File: config.mk
export PLATFORM = sky130hd
export DESIGN_NAME = sbr_alarm_ctrl
export DESIGN_NICKNAME = d
export VERILOG_FILES = /design/src/rtl/sbr_pkg.sv /design/src/rtl/sbr_sec_timer.sv /design/src/rtl/sbr_ctrl_fsm.sv /design/src/rtl/sbr_alarm_out.sv /design/src/rtl/sbr_alarm_ctrl.sv
export SDC_FILE = /design/constraint.sdc
export NUM_CORES = 1
export LEC_CHECK = 0
export ABC_AREA = 1
export CAP_MARGIN = 10
export CELL_PAD_IN_SITES_DETAIL_PLACEMENT = 0
export CELL_PAD_IN_SITES_GLOBAL_PLACEMENT = 1
export CORE_MARGIN = 4
export CORE_UTILIZATION = 32
export CTS_CLUSTER_SIZE = 10
export DETAILED_ROUTE_END_ITERATION = 12
export GPL_TIMING_DRIVEN = 0
export HOLD_SLACK_MARGIN = 0.12
export PLACE_DENSITY = 0.75
export SLEW_MARGIN = 20
export SYNTH_ARGS = -nofsm -noshare
export SYNTH_HDL_FRONTEND = slang
export SYNTH_SLANG_ARGS = --single-unit
File: constraint.sdc
create_clock -name clk -period 1.35 [get_ports clk]
set_clock_uncertainty 0.15 [all_clocks]
set_input_delay 0.405 -clock clk [delete_from_list [all_inputs] [get_ports clk]]
set_output_delay 0.405 -clock clk [all_outputs]
set_load 0.03 [all_outputs]
File: src/rtl/sbr_pkg.sv
// Shared types for the seat belt reminder controller.
package sbr_pkg;
    // Control phase; the encoding is visible on phase_o.
    typedef enum logic [1:0] {
        PH_IDLE  = 2'd0,
        PH_WAIT  = 2'd1,
        PH_ALARM = 2'd2
    } phase_e;
endpackage

File: src/rtl/sbr_sec_timer.sv
// Seconds timer. It counts tick strobes after a start command.
// It flags the warning mark and the stop mark on the tick that reaches each one.
// Assumes WARN_TICKS < STOP_TICKS. Start dominates clear.
// Reaching the stop mark returns the timer to its cleared state.
module sbr_sec_timer #(
    parameter int WARN_TICKS = 5,
    parameter int STOP_TICKS = 10
) (
    input  logic clk,
    input  logic rst_n,
    input  logic start_i,
    input  logic clear_i,
    input  logic tick_i,
    output logic warn_mark_o,
    output logic stop_mark_o
);
    localparam int CNT_W = $clog2(STOP_TICKS + 1);
    localparam logic [CNT_W-1:0] WARN_LAST = CNT_W'(WARN_TICKS - 1);
    localparam logic [CNT_W-1:0] STOP_LAST = CNT_W'(STOP_TICKS - 1);

    logic [CNT_W-1:0] count_q;
    logic             run_q;
    logic             tick_seen;

    assign tick_seen   = run_q && tick_i;
    assign warn_mark_o = tick_seen && (count_q == WARN_LAST);
    assign stop_mark_o = tick_seen && (count_q == STOP_LAST);

    // Count register: restart, clear, or advance on a counted tick.
    always_ff @(posedge clk) begin
        if (!rst_n) begin
            count_q <= '0;
            run_q   <= 1'b0;
        end else if (start_i) begin
            count_q <= '0;
            run_q   <= 1'b1;
        end else if (clear_i || stop_mark_o) begin
            count_q <= '0;
            run_q   <= 1'b0;
        end else if (tick_seen) begin
            count_q <= count_q + 1'b1;
        end
    end
endmodule

File: src/rtl/sbr_ctrl_fsm.sv
// Three-phase control machine. It steps in lock-step with the seconds timer.
// It issues the timer's start and clear commands.
// Exit events take priority over the timer's marks.
module sbr_ctrl_fsm
    import sbr_pkg::*;
(
    input  logic   clk,
    input  logic   rst_n,
    input  logic   key_on_i,
    input  logic   key_off_i,
    input  logic   belt_i,
    input  logic   warn_mark_i,
    input  logic   stop_mark_i,
    output phase_e phase_o,
    output logic   tmr_start_o,
    output logic   tmr_clear_o
);
    phase_e phase_q, phase_d;
    logic   leave_evt;

    assign leave_evt   = key_off_i || belt_i;
    assign tmr_start_o = (phase_q == PH_IDLE) && key_on_i;
    assign tmr_clear_o = (phase_q == PH_IDLE);
    assign phase_o     = phase_q;

    // Next-phase selection; no matching condition keeps the phase.
    always_comb begin
        phase_d = phase_q;
        unique case (phase_q)
            PH_IDLE:  if (key_on_i) phase_d = PH_WAIT;
            PH_WAIT: begin
                if (leave_evt)        phase_d = PH_IDLE;
                else if (warn_mark_i) phase_d = PH_ALARM;
            end
            PH_ALARM: if (leave_evt || stop_mark_i) phase_d = PH_IDLE;
            default:  phase_d = PH_IDLE;
        endcase
    end

    // Phase register.
    always_ff @(posedge clk) begin
        if (!rst_n) phase_q <= PH_IDLE;
        else        phase_q <= phase_d;
    end
endmodule

File: src/rtl/sbr_alarm_out.sv
// Output stage: registers the alarm level from the current phase (Moore output).
module sbr_alarm_out
    import sbr_pkg::*;
(
    input  logic   clk,
    input  logic   rst_n,
    input  phase_e phase_i,
    output logic   alarm_o
);
    // Alarm register, one clock behind the phase.
    always_ff @(posedge clk) begin
        if (!rst_n) alarm_o <= 1'b0;
        else        alarm_o <= (phase_i == PH_ALARM);
    end
endmodule

File: src/rtl/sbr_alarm_ctrl.sv
// Seat belt reminder top level. Joins the control machine, the seconds timer and
// the registered alarm stage into one synchronous product machine.
// Assumes the event inputs are already debounced single-cycle pulses.
module sbr_alarm_ctrl
    import sbr_pkg::*;
#(
    parameter int WARN_TICKS = 5,
    parameter int STOP_TICKS = 10
) (
    input  logic       clk,
    input  logic       rst_n,
    input  logic       key_on_i,
    input  logic       key_off_i,
    input  logic       belt_i,
    input  logic       sec_tick_i,
    output logic [1:0] phase_o,
    output logic       alarm_o
);
    phase_e phase;
    logic   tmr_start, tmr_clear, warn_mark, stop_mark;

    sbr_ctrl_fsm u_fsm (
        .clk        (clk),
        .rst_n      (rst_n),
        .key_on_i   (key_on_i),
        .key_off_i  (key_off_i),
        .belt_i     (belt_i),
        .warn_mark_i(warn_mark),
        .stop_mark_i(stop_mark),
        .phase_o    (phase),
        .tmr_start_o(tmr_start),
        .tmr_clear_o(tmr_clear)
    );

    sbr_sec_timer #(
        .WARN_TICKS(WARN_TICKS),
        .STOP_TICKS(STOP_TICKS)
    ) u_timer (
        .clk        (clk),
        .rst_n      (rst_n),
        .start_i    (tmr_start),
        .clear_i    (tmr_clear),
        .tick_i     (sec_tick_i),
        .warn_mark_o(warn_mark),
        .stop_mark_o(stop_mark)
    );

    sbr_alarm_out u_out (
        .clk    (clk),
        .rst_n  (rst_n),
        .phase_i(phase),
        .alarm_o(alarm_o)
    );

    assign phase_o = phase;
endmodule

# Yosys cells after proc, flatten, opt, wreduce, memory -nomap -nowiden
# Cells that the tools add are included.
# classes
add_sub_neg	1
eq_ne	7
muxes	7
bitwise_logic	1
reduce_logical	11
# op_table
op	count
2-bit two-way mux	4
2-bit case mux with 3 select lines	1
4-bit by 1-bit adder with 4-bit output (second input constant)	1
4-bit by 3-bit == test with 1-bit output (second input constant)	1
4-bit == test (second input constant)	1
1-bit logical AND	4
1-bit logical OR	3
3-bit by 1-bit != test with 1-bit output (second input constant)	1
3-bit AND reduction	1
3-bit OR reduction	1
2-bit by 1-bit == test with 1-bit output (second input constant)	1
2-bit == test (second input constant)	1
2-bit logical NOT	1
1-bit two-way mux	2
2-bit by 1-bit != test with 1-bit output (second input constant)	1
2-bit != test (second input constant)	1
2-bit nonzero test	1
1-bit inverter	1
# word_totals
regBits	8
in_bits	6
output_inout_bits	3
word_cells	31

# Depth between registers and ports, before layout
# Gate-level depths: netlist (run 1).
# depth
ltp_word	5
ltp_mapped	9
depth_no_buf	9

# Hierarchy
# From an unflattened synthesis (run 1), not the netlist that was laid out.
# hier_totals
cells_unflattened	69
area_unflattened_um2	460.4
# by_module_without_submodules
mod	n_inst	cells_each	area_each_um2
sbr_sec_timer	1	44	309.0
sbr_ctrl_fsm	1	22	121.4
sbr_alarm_out	1	3	30.0

# Worst setup path before layout (run 1)
# OpenSTA, ideal clock, no wires.
# synth_timing
path_kind	reg2reg
startpoint	reg u_fsm.phase_q[1] (netlist: u_fsm.phase_o[1])
endpoint	reg u_fsm.phase_q[1] (netlist: u_fsm.phase_o[1])
setup_ns	0.112
t_arrival_ns	0.998
required_ns	1.088
slack_ns	0.090
path_stages_with_launch	8
path_buffers	0
synth_period_minus_slack_ns	1.260
cell_sequence	dfxtp_1 -> inv_1 -> nand2_1 -> nor2_1 -> nand2_1 -> nand3_2 -> nor2_1 -> nor2_2
# synth_between
elab_chain_len	3
word_cells_on_any_way	8
# synth_rtl
item	line	rtl
from (decl)	sbr_ctrl_fsm.sv:18	phase_e phase_q, phase_d;
from (signal assigned)	sbr_ctrl_fsm.sv:43	else phase_q <= phase_d;
2-bit by 1-bit == test with 1-bit output, or another cell as far along	sbr_ctrl_fsm.sv:29	unique case (phase_q)
3-bit by 1-bit != test with 1-bit output (no source line), or another cell as far along	n/a	
3-bit AND reduction (no source line)	n/a	
# Several ways; a longest one is shown, not always the timed one.
# A chain may end at the register's enable or synchronous reset.

# Worst setup path in the final report (run 1)
# layout_timing
startpoint	reg u_fsm.phase_q[0] (netlist: u_fsm.phase_o[0])
endpoint	out phase_o[0]
# layout_rtl
item	line	rtl
to (decl)	sbr_alarm_ctrl.sv:16	output logic [1:0] phase_o,
# No word-level cell between the ends.

==> impl_metrics.csv, run 1 <==
group,metric,value,unit
clock_tree,cts-htree-levels,1,
placement,dp.final_hpwl,610,µm
sta,period_minus_slack,1310,ps
yosys,synth-seq-area-share,38.1,%
critical_path,criticalPathCategory,"reg -> out",
die,placementRows,12,
critical_path,crit_cells,1,
critical_path,worstReg2RegStart,"u_timer.count_q[0]",
clock_tree,cts_root_buf,"clkbuf_4",
job,cap_violations,0,
worst_hold_path,hold_path_depth,2,
route,route.detailed.wl_per_inst,9.85,µm
clock_tree,cts_tree,"done",
yosys,synth-edff-count,0,
global_route,first_pass_grt_wire_length,1.23,mm
global_route,globalRoute.totalOverflow,0,
placement,gp_congestion,0.712,
critical_path,critical_path.max_fanout,4,
route,drc_violation_count_after_routing,0,
worst_hold_path,worst_hold_startpoint,"u_timer.count_q[1]",
yosys,synthMostInstantiatedCell,"nand2_1",
critical_path,critical_path.max_stage_delay,360,ps
global_route,grtUsageTotal,8.40,%
route,post_drt_via_cell_ratio,4.51,
sta,setup_viol,0,
yosys,synth_cells,60,
sta,timing.max_slew.rel_slack,86.6,%
critical_path,reg2reg_slack,60,ps
yosys,postSynth.topFlopCell,"dfxtp_1",
sta,totalNegativeSetupSlack,0,ps
layout,final_net_count,85,
yosys,average_footprint_of_a_synthesized_cell,7.01,µm²
critical_path,r2r-end,"u_fsm.phase_o[1]",
die,core-area,0.00117,mm²
die,initial_core_util,35.9,%
die,die_w,44.2,µm
critical_path,path_delay_family,"flip-flops",
critical_path,rr_worst_depth,9,
pwr,power.density,901,mW/mm²
yosys,synthesized_netlist_net_count,69,
yosys,ys.warnings.count,0,
route,detail_route.iter0.violations,3,
die,floorplan.die_area,0.00196,mm²
yosys,ys_types,14,
layout,multi_input_comb_area,254,µm²
yosys,synth_async_sr_flop_share,0,%
sta,fmax,0.765,GHz
layout,fillerInstances,129,
yosys,ys_top_cells_by_area,"dfxtp_1 38%, nand2_1 12%, ha_1 8.9%",
placement,portBuffers,8,
critical_path,sequence_of_cells_on_the_critical_path,"buf_6",
pwr,irDropWorstVdd,0.566,mV
critical_path,timing.critical_path.arrival,750,ps
clock_tree,clock_input_transition_at_the_sequential_cells_of_the_worst_setup_and_hold_paths,60,ps
critical_path,worst-path-buf-inv,1,
worst_hold_path,hp-class,"reg -> reg",
clock_tree,cts_buffers,3,
sta,worst_pin_slew,201,ps
layout,antenna_cells,0,
die,io_pins,9,
critical_path,timing.critical_path.from_type,"flip-flop",
yosys,yosys_register_bits,8,
clock_tree,clk_buf_depth,2,
layout,sequential_cell_area,168,µm²
layout,area_delta_synth_final,43.8,%
placement,post-place-cells,82,
layout,post_layout_nonfiller_instances,88,
global_route,initial_antenna_violation_count,0,
yosys,synth.top_cells.by_count,"13 x nand2_1, 10 x nor2_1, 8 x dfxtp_1, 8 x inv_1, 4 x nand3_1",
status,run_status,"completed",
clock_tree,worst_skew_pair.late_latency,250,ps
route,routed_wirelength,867,µm
layout,finish.utilization,51.6,%
yosys,synth_top_cell_area_share,38.1,%
worst_hold_path,min_delay_worst_endpoint,"u_timer.count_q[1]",
yosys,mapped_area,420,µm²
global_route,via_count_of_the_first_global_routing_pass,317,
sta,rsz0062_at_grt,"true",
sta,finalHoldViolCount,0,
critical_path,timing.critical_path.required,800,ps
sta,final-max-slew-violation-count,0,
sta,final.period_utilization,96.8,%
route,ant_nets,0,
global_route,grt_start_max_net_pins,6,
layout,layout-drive-gt1-share,41.9,%
route,drt_pre_antenna_iters,3,
pwr,static-leakage-power,0.261,nW
die,die_height,44.2,µm
critical_path,endpoint_kind,"output pin",
yosys,post-synth-top-area-cell,"dfxtp_1",
route,route.vias.total,397,
clock_tree,clock_sinks,8,
critical_path,crit_path_top_delay_cell,"dfxtp_2",
-- power breakdown --
part           total (mW)  switching (mW)  internal [mW]
logic               0.102          0.0537         0.0483
clock network       0.188          0.0856          0.102
registers           0.255         0.00975          0.245
-- layout make-up --
| cell class | count | share of cell area, % |
|---|---|---|
| Multi-Input combinational cell | 41 | 42.0 |
| Clock buffer | 3 | 3.73 |
| Sequential cell | 8 | 27.7 |
| Timing Repair Buffer | 11 | 16.4 |
| Tap cell | 14 | 2.90 |
| Inverter | 11 | 7.25 |
-- layout by cell type (no fill, tap or decap) --
master and count:
inv_1 6, dfxtp_1 4, inv_2 4, nor3_2 1
inv_4 1, dfxtp_4 1, or2_4 1, ha_1 2
buf_2 1, nor2_1 8, nand2_2 4, xor2_1 2
dlygate4sd2_1 1, nand3_1 3, ha_4 1, nor2_2 4
nand3_2 2, a21oi_1 3, nand2_1 10, clkbuf_4 3
dfxtp_2 3, buf_4 3, clkdlybuf4s50_1 4, buf_6 2
-- through the flow --
step	power (mW)	hold WS (ps)	setup WS, ps	cell area [µm²]
final	0.545	338	42.7	604
after CTS	0.541	348	2.58	549
after detailed placement	0.352	345	-376	518
after global routing	0.575	357	-33.6	604
after global placement	0.352	343	-387	518
after floorplan	0.315	317	89.9	420
-- cells by family after synthesis --
family | Yosys count | synth area share, %
AOI/OAI and AO/OA | 3 | 3.57
xor gates and xnor gates | 2 | 4.17
adders and majority gates | 3 | 8.93
buffers and inverters | 11 | 9.82
DFF | 8 | 38.1
and+or+nand+nor | 33 | 35.4
-- how the worst max path moves through the flow --
stage                  startpoint          endpoint  slack (ps)
2_1_floorplan    u_fsm.phase_o[1]  u_fsm.phase_o[1]          90
6_report         u_fsm.phase_o[0]        phase_o[0]          40
5_1_grt        u_timer.count_q[0]  u_fsm.phase_o[1]         -30
3_3_place_gp           sec_tick_i  u_fsm.phase_o[1]        -390
4_1_cts                 key_off_i  u_fsm.phase_o[1]           3
3_5_place_dp           sec_tick_i  u_fsm.phase_o[1]        -380
-- what timing repair did --
action / CTS / global route
pin swaps: 6 / 4
buffers inserted: 1 / 2
endpoints found under the setup margin: 8 / 8
hold buffers: 0 / 0
cloned: 0 / 0
resized for setup: 23 / 14
-- metal layers --
layer	vias to the layer above	part of all wire (%)	track usage (%)
met5	-	0	0
met4	0	0	1.81
met3	0	3.9	3.66
met2	7	47	12.5
met1	181	49	11.2
li1	209	-	-
-- sequential cells by signal, indices dropped and copies added (netlist names) --
name / cells
u_timer.count_q: 4
u_fsm.phase_o: 2
u_out.alarm_o: 1
u_timer.run_q: 1
(Power assumes the default switching activity.)
==> run 2, diff against run 1 <==
--- a/config.mk
+++ b/config.mk
@@ -9,13 +9,13 @@
 export CAP_MARGIN = 10
 export CELL_PAD_IN_SITES_DETAIL_PLACEMENT = 0
 export CELL_PAD_IN_SITES_GLOBAL_PLACEMENT = 1
-export CORE_MARGIN = 4
 export CORE_UTILIZATION = 32
 export CTS_CLUSTER_SIZE = 10
 export DETAILED_ROUTE_END_ITERATION = 12
 export GPL_TIMING_DRIVEN = 0
 export HOLD_SLACK_MARGIN = 0.12
 export PLACE_DENSITY = 0.75
+export SETUP_SLACK_MARGIN = 0.15
 export SLEW_MARGIN = 20
 export SYNTH_ARGS = -nofsm -noshare
 export SYNTH_HDL_FRONTEND = slang
==> constraint.sdc (replaced) <==
create_clock -name clk -period 1.35 [get_ports clk]
set_clock_uncertainty 0.15 [all_clocks]
set_input_delay 0.135 -clock clk [delete_from_list [all_inputs] [get_ports clk]]
set_output_delay 0.135 -clock clk [all_outputs]
set_load 0.03 [all_outputs]
==> run 2 against run 1 <==
Against the previous run:
- cell count is the same
- worst hold slack gained 16 ps
- first-iteration DRC count shrank 33%
- largest cell class unchanged
- global-route usage grew 6.6 points
- critical endpoint is now u_fsm.phase_o[1]
==> impl_metrics.csv, run 2 (synthesis gave the netlist of run 1 again) <==
group,metric,value,unit
clock_tree,worst_skew_pair.late_latency,250,ps
route,route.vias.total,392,
sta,totalNegativeSetupSlack,0,ps
sta,fmax,0.789,GHz
route,route.detailed.wl_per_inst,9.47,µm
critical_path,crit_path_top_delay_cell,"dfxtp_2",
clock_tree,cts_tree,"done",
layout,finish.utilization,52.5,%
critical_path,worstReg2RegStart,"u_timer.count_q[1]",
critical_path,path_delay_family,"simple AND/OR/NAND/NOR gates",
critical_path,rr_worst_depth,9,
worst_hold_path,worst_hold_startpoint,"u_fsm.phase_o[1]",
pwr,power.density,896,mW/mm²
placement,dp.final_hpwl,624,µm
worst_hold_path,hp-class,"reg -> reg",
placement,gp_congestion,0.626,
sta,worst_pin_slew,195,ps
global_route,via_count_of_the_first_global_routing_pass,355,
global_route,grt_start_max_net_pins,6,
critical_path,endpoint_kind,"flip-flop",
pwr,fin_total_pwr,0.544,mW
sta,setup_ws,83.3,ps
global_route,first_pass_grt_wire_length,1.41,mm
route,detail_route.iter0.violations,2,
critical_path,critical_path.max_fanout,3,
placement,portBuffers,8,
sta,setup_viol,0,
global_route,grtUsageTotal,15.0,%
route,drc_violation_count_after_routing,0,
worst_hold_path,hold_path_depth,2,
die,placementRows,12,
layout,largest_register_ffs,4,
layout,mostFrequentLayoutCell,"nand2_1",
job,cap_violations,0,
critical_path,timing.critical_path.required,1350,ps
clock_tree,clock_sinks,8,
clock_tree,clk_buf_depth,2,
placement,detailedPlace.worstSlack,-122,ps
route,post_drt_via_cell_ratio,4.45,
pwr,irDropWorstVdd,0.447,mV
sta,finalHoldViolCount,0,
critical_path,timing.critical_path.from_type,"flip-flop",
sta,finalHoldWorstSlack,354,ps
layout,top_library_cells_by_usage_in_the_layout_fill_and_taps_aside,"11 x nand2_1, 9 x nor2_1, 6 x inv_1",
die,initial_core_util,36.4,%
layout,antenna_cells,0,
route,ant_nets,0,
worst_hold_path,min_delay_worst_endpoint,"u_out.alarm_o",
critical_path,worst-path-buf-inv,1,
die,core-area,0.00116,mm²
sta,final-max-slew-violation-count,0,
global_route,initial_antenna_violation_count,0,
die,floorplan.die_area,0.00146,mm²
critical_path,sequence_of_cells_on_the_critical_path,"inv_2 -> ha_1 -> nand2_1 -> nor2_1 -> nand2_1 -> nand2_2 -> nand3_2 -> nor2_2 -> nor2_2",
layout,final_net_count,85,
clock_tree,cts_hold_buffers,0,
clock_tree,cts-htree-levels,1,
clock_tree,cts_root_buf,"clkbuf_4",
die,die_w,38.2,µm
critical_path,timing.critical_path.arrival,1260,ps
clock_tree,clock_input_transition_at_the_sequential_cells_of_the_worst_setup_and_hold_paths,60,ps
critical_path,reg2reg_slack,80,ps
pwr,static-leakage-power,0.269,nW
route,routed_wirelength,833,µm
die,io_pins,9,
layout,area_delta_synth_final,44.3,%
global_route,globalRoute.totalOverflow,0,
sta,final.period_utilization,93.8,%
sta,period_minus_slack,1270,ps
die,die_height,38.2,µm
layout,largest_register,"u_timer.count_q",
critical_path,critical_path.max_stage_delay,330,ps
sta,timing.max_slew.rel_slack,87.0,%
critical_path,r2r-end,"u_fsm.phase_o[1]",
route,drt_pre_antenna_iters,2,
clock_tree,cts_buffers,3,
critical_path,criticalPathCategory,"reg -> reg",
sta,rsz0062_at_grt,"true",
status,run_status,"completed",
layout,layout-drive-gt1-share,43.2,%
==> run 2: timing repair <==
action / 4_1_cts / 5_1_grt
gates resized for setup: 17 / 7
pin swaps: 2 / 4
buffers inserted: 3 / 0
setup endpoints to repair: 10 / 9
==> run 2: how the worst max path moves through the flow <==
stage / startpoint / endpoint / slack, ps / cells after the start
after CTS: u_fsm.phase_o[1] / phase_o[1] / 80 / 1
after detailed placement: sec_tick_i / u_fsm.phase_o[1] / -120 / 8
after global placement: sec_tick_i / u_fsm.phase_o[1] / -100 / 8
final: u_timer.count_q[1] / u_fsm.phase_o[1] / 80 / 9
after floorplan: u_timer.count_q[0] / u_fsm.phase_o[1] / 150 / 9
after global routing: u_timer.count_q[0] / u_fsm.phase_o[1] / 20 / 9
==> run 2: per-stage QoR <==
step / std cells / area, µm²
final: 88 / 607
after global placement: 82 / 531
after CTS: 88 / 604
after floorplan: 60 / 433
after detailed placement: 82 / 531
after global routing: 88 / 607
==> run 2: tightest hold or removal path: stages (launching register included) <==
cell and delay [ps]:
dfxtp_2 330, nand2_1 80, nor2_1 40
==> run 2: metal layers <==
layer	part of all wire, %	track usage [%]
met1	45	17.4
met2	48	22.5
met3	5.0	5.23
met4	1.4	10.7
met5	0	0
==> run 2: final cells by class <==
type	instances	area, µm²
Inverter	11	41.3
Fill cell	124	549
Sequential cell	8	165
Timing Repair Buffer	11	97.6
Clock buffer	3	22.5
Multi-Input combinational cell	41	263
Tap cell	14	17.5
==> run 2: report_power, final <==
group	leakage, nW	switching [mW]	internal, mW
Combinational	0.188	0.0585	0.0446
Sequential	0.0669	0.00773	0.247
Clock	0.0138	0.0838	0.102
Total	0.269	0.150	0.394
==> run 3, diff against run 2 <==
--- a/config.mk
+++ b/config.mk
@@ -6,7 +6,6 @@
 export NUM_CORES = 1
 export LEC_CHECK = 0
 export ABC_AREA = 1
-export CAP_MARGIN = 10
 export CELL_PAD_IN_SITES_DETAIL_PLACEMENT = 0
 export CELL_PAD_IN_SITES_GLOBAL_PLACEMENT = 1
 export CORE_UTILIZATION = 32
==> results of run 3 <==
Same layout as run 2: the final DEF is identical, and so are final timing and power.
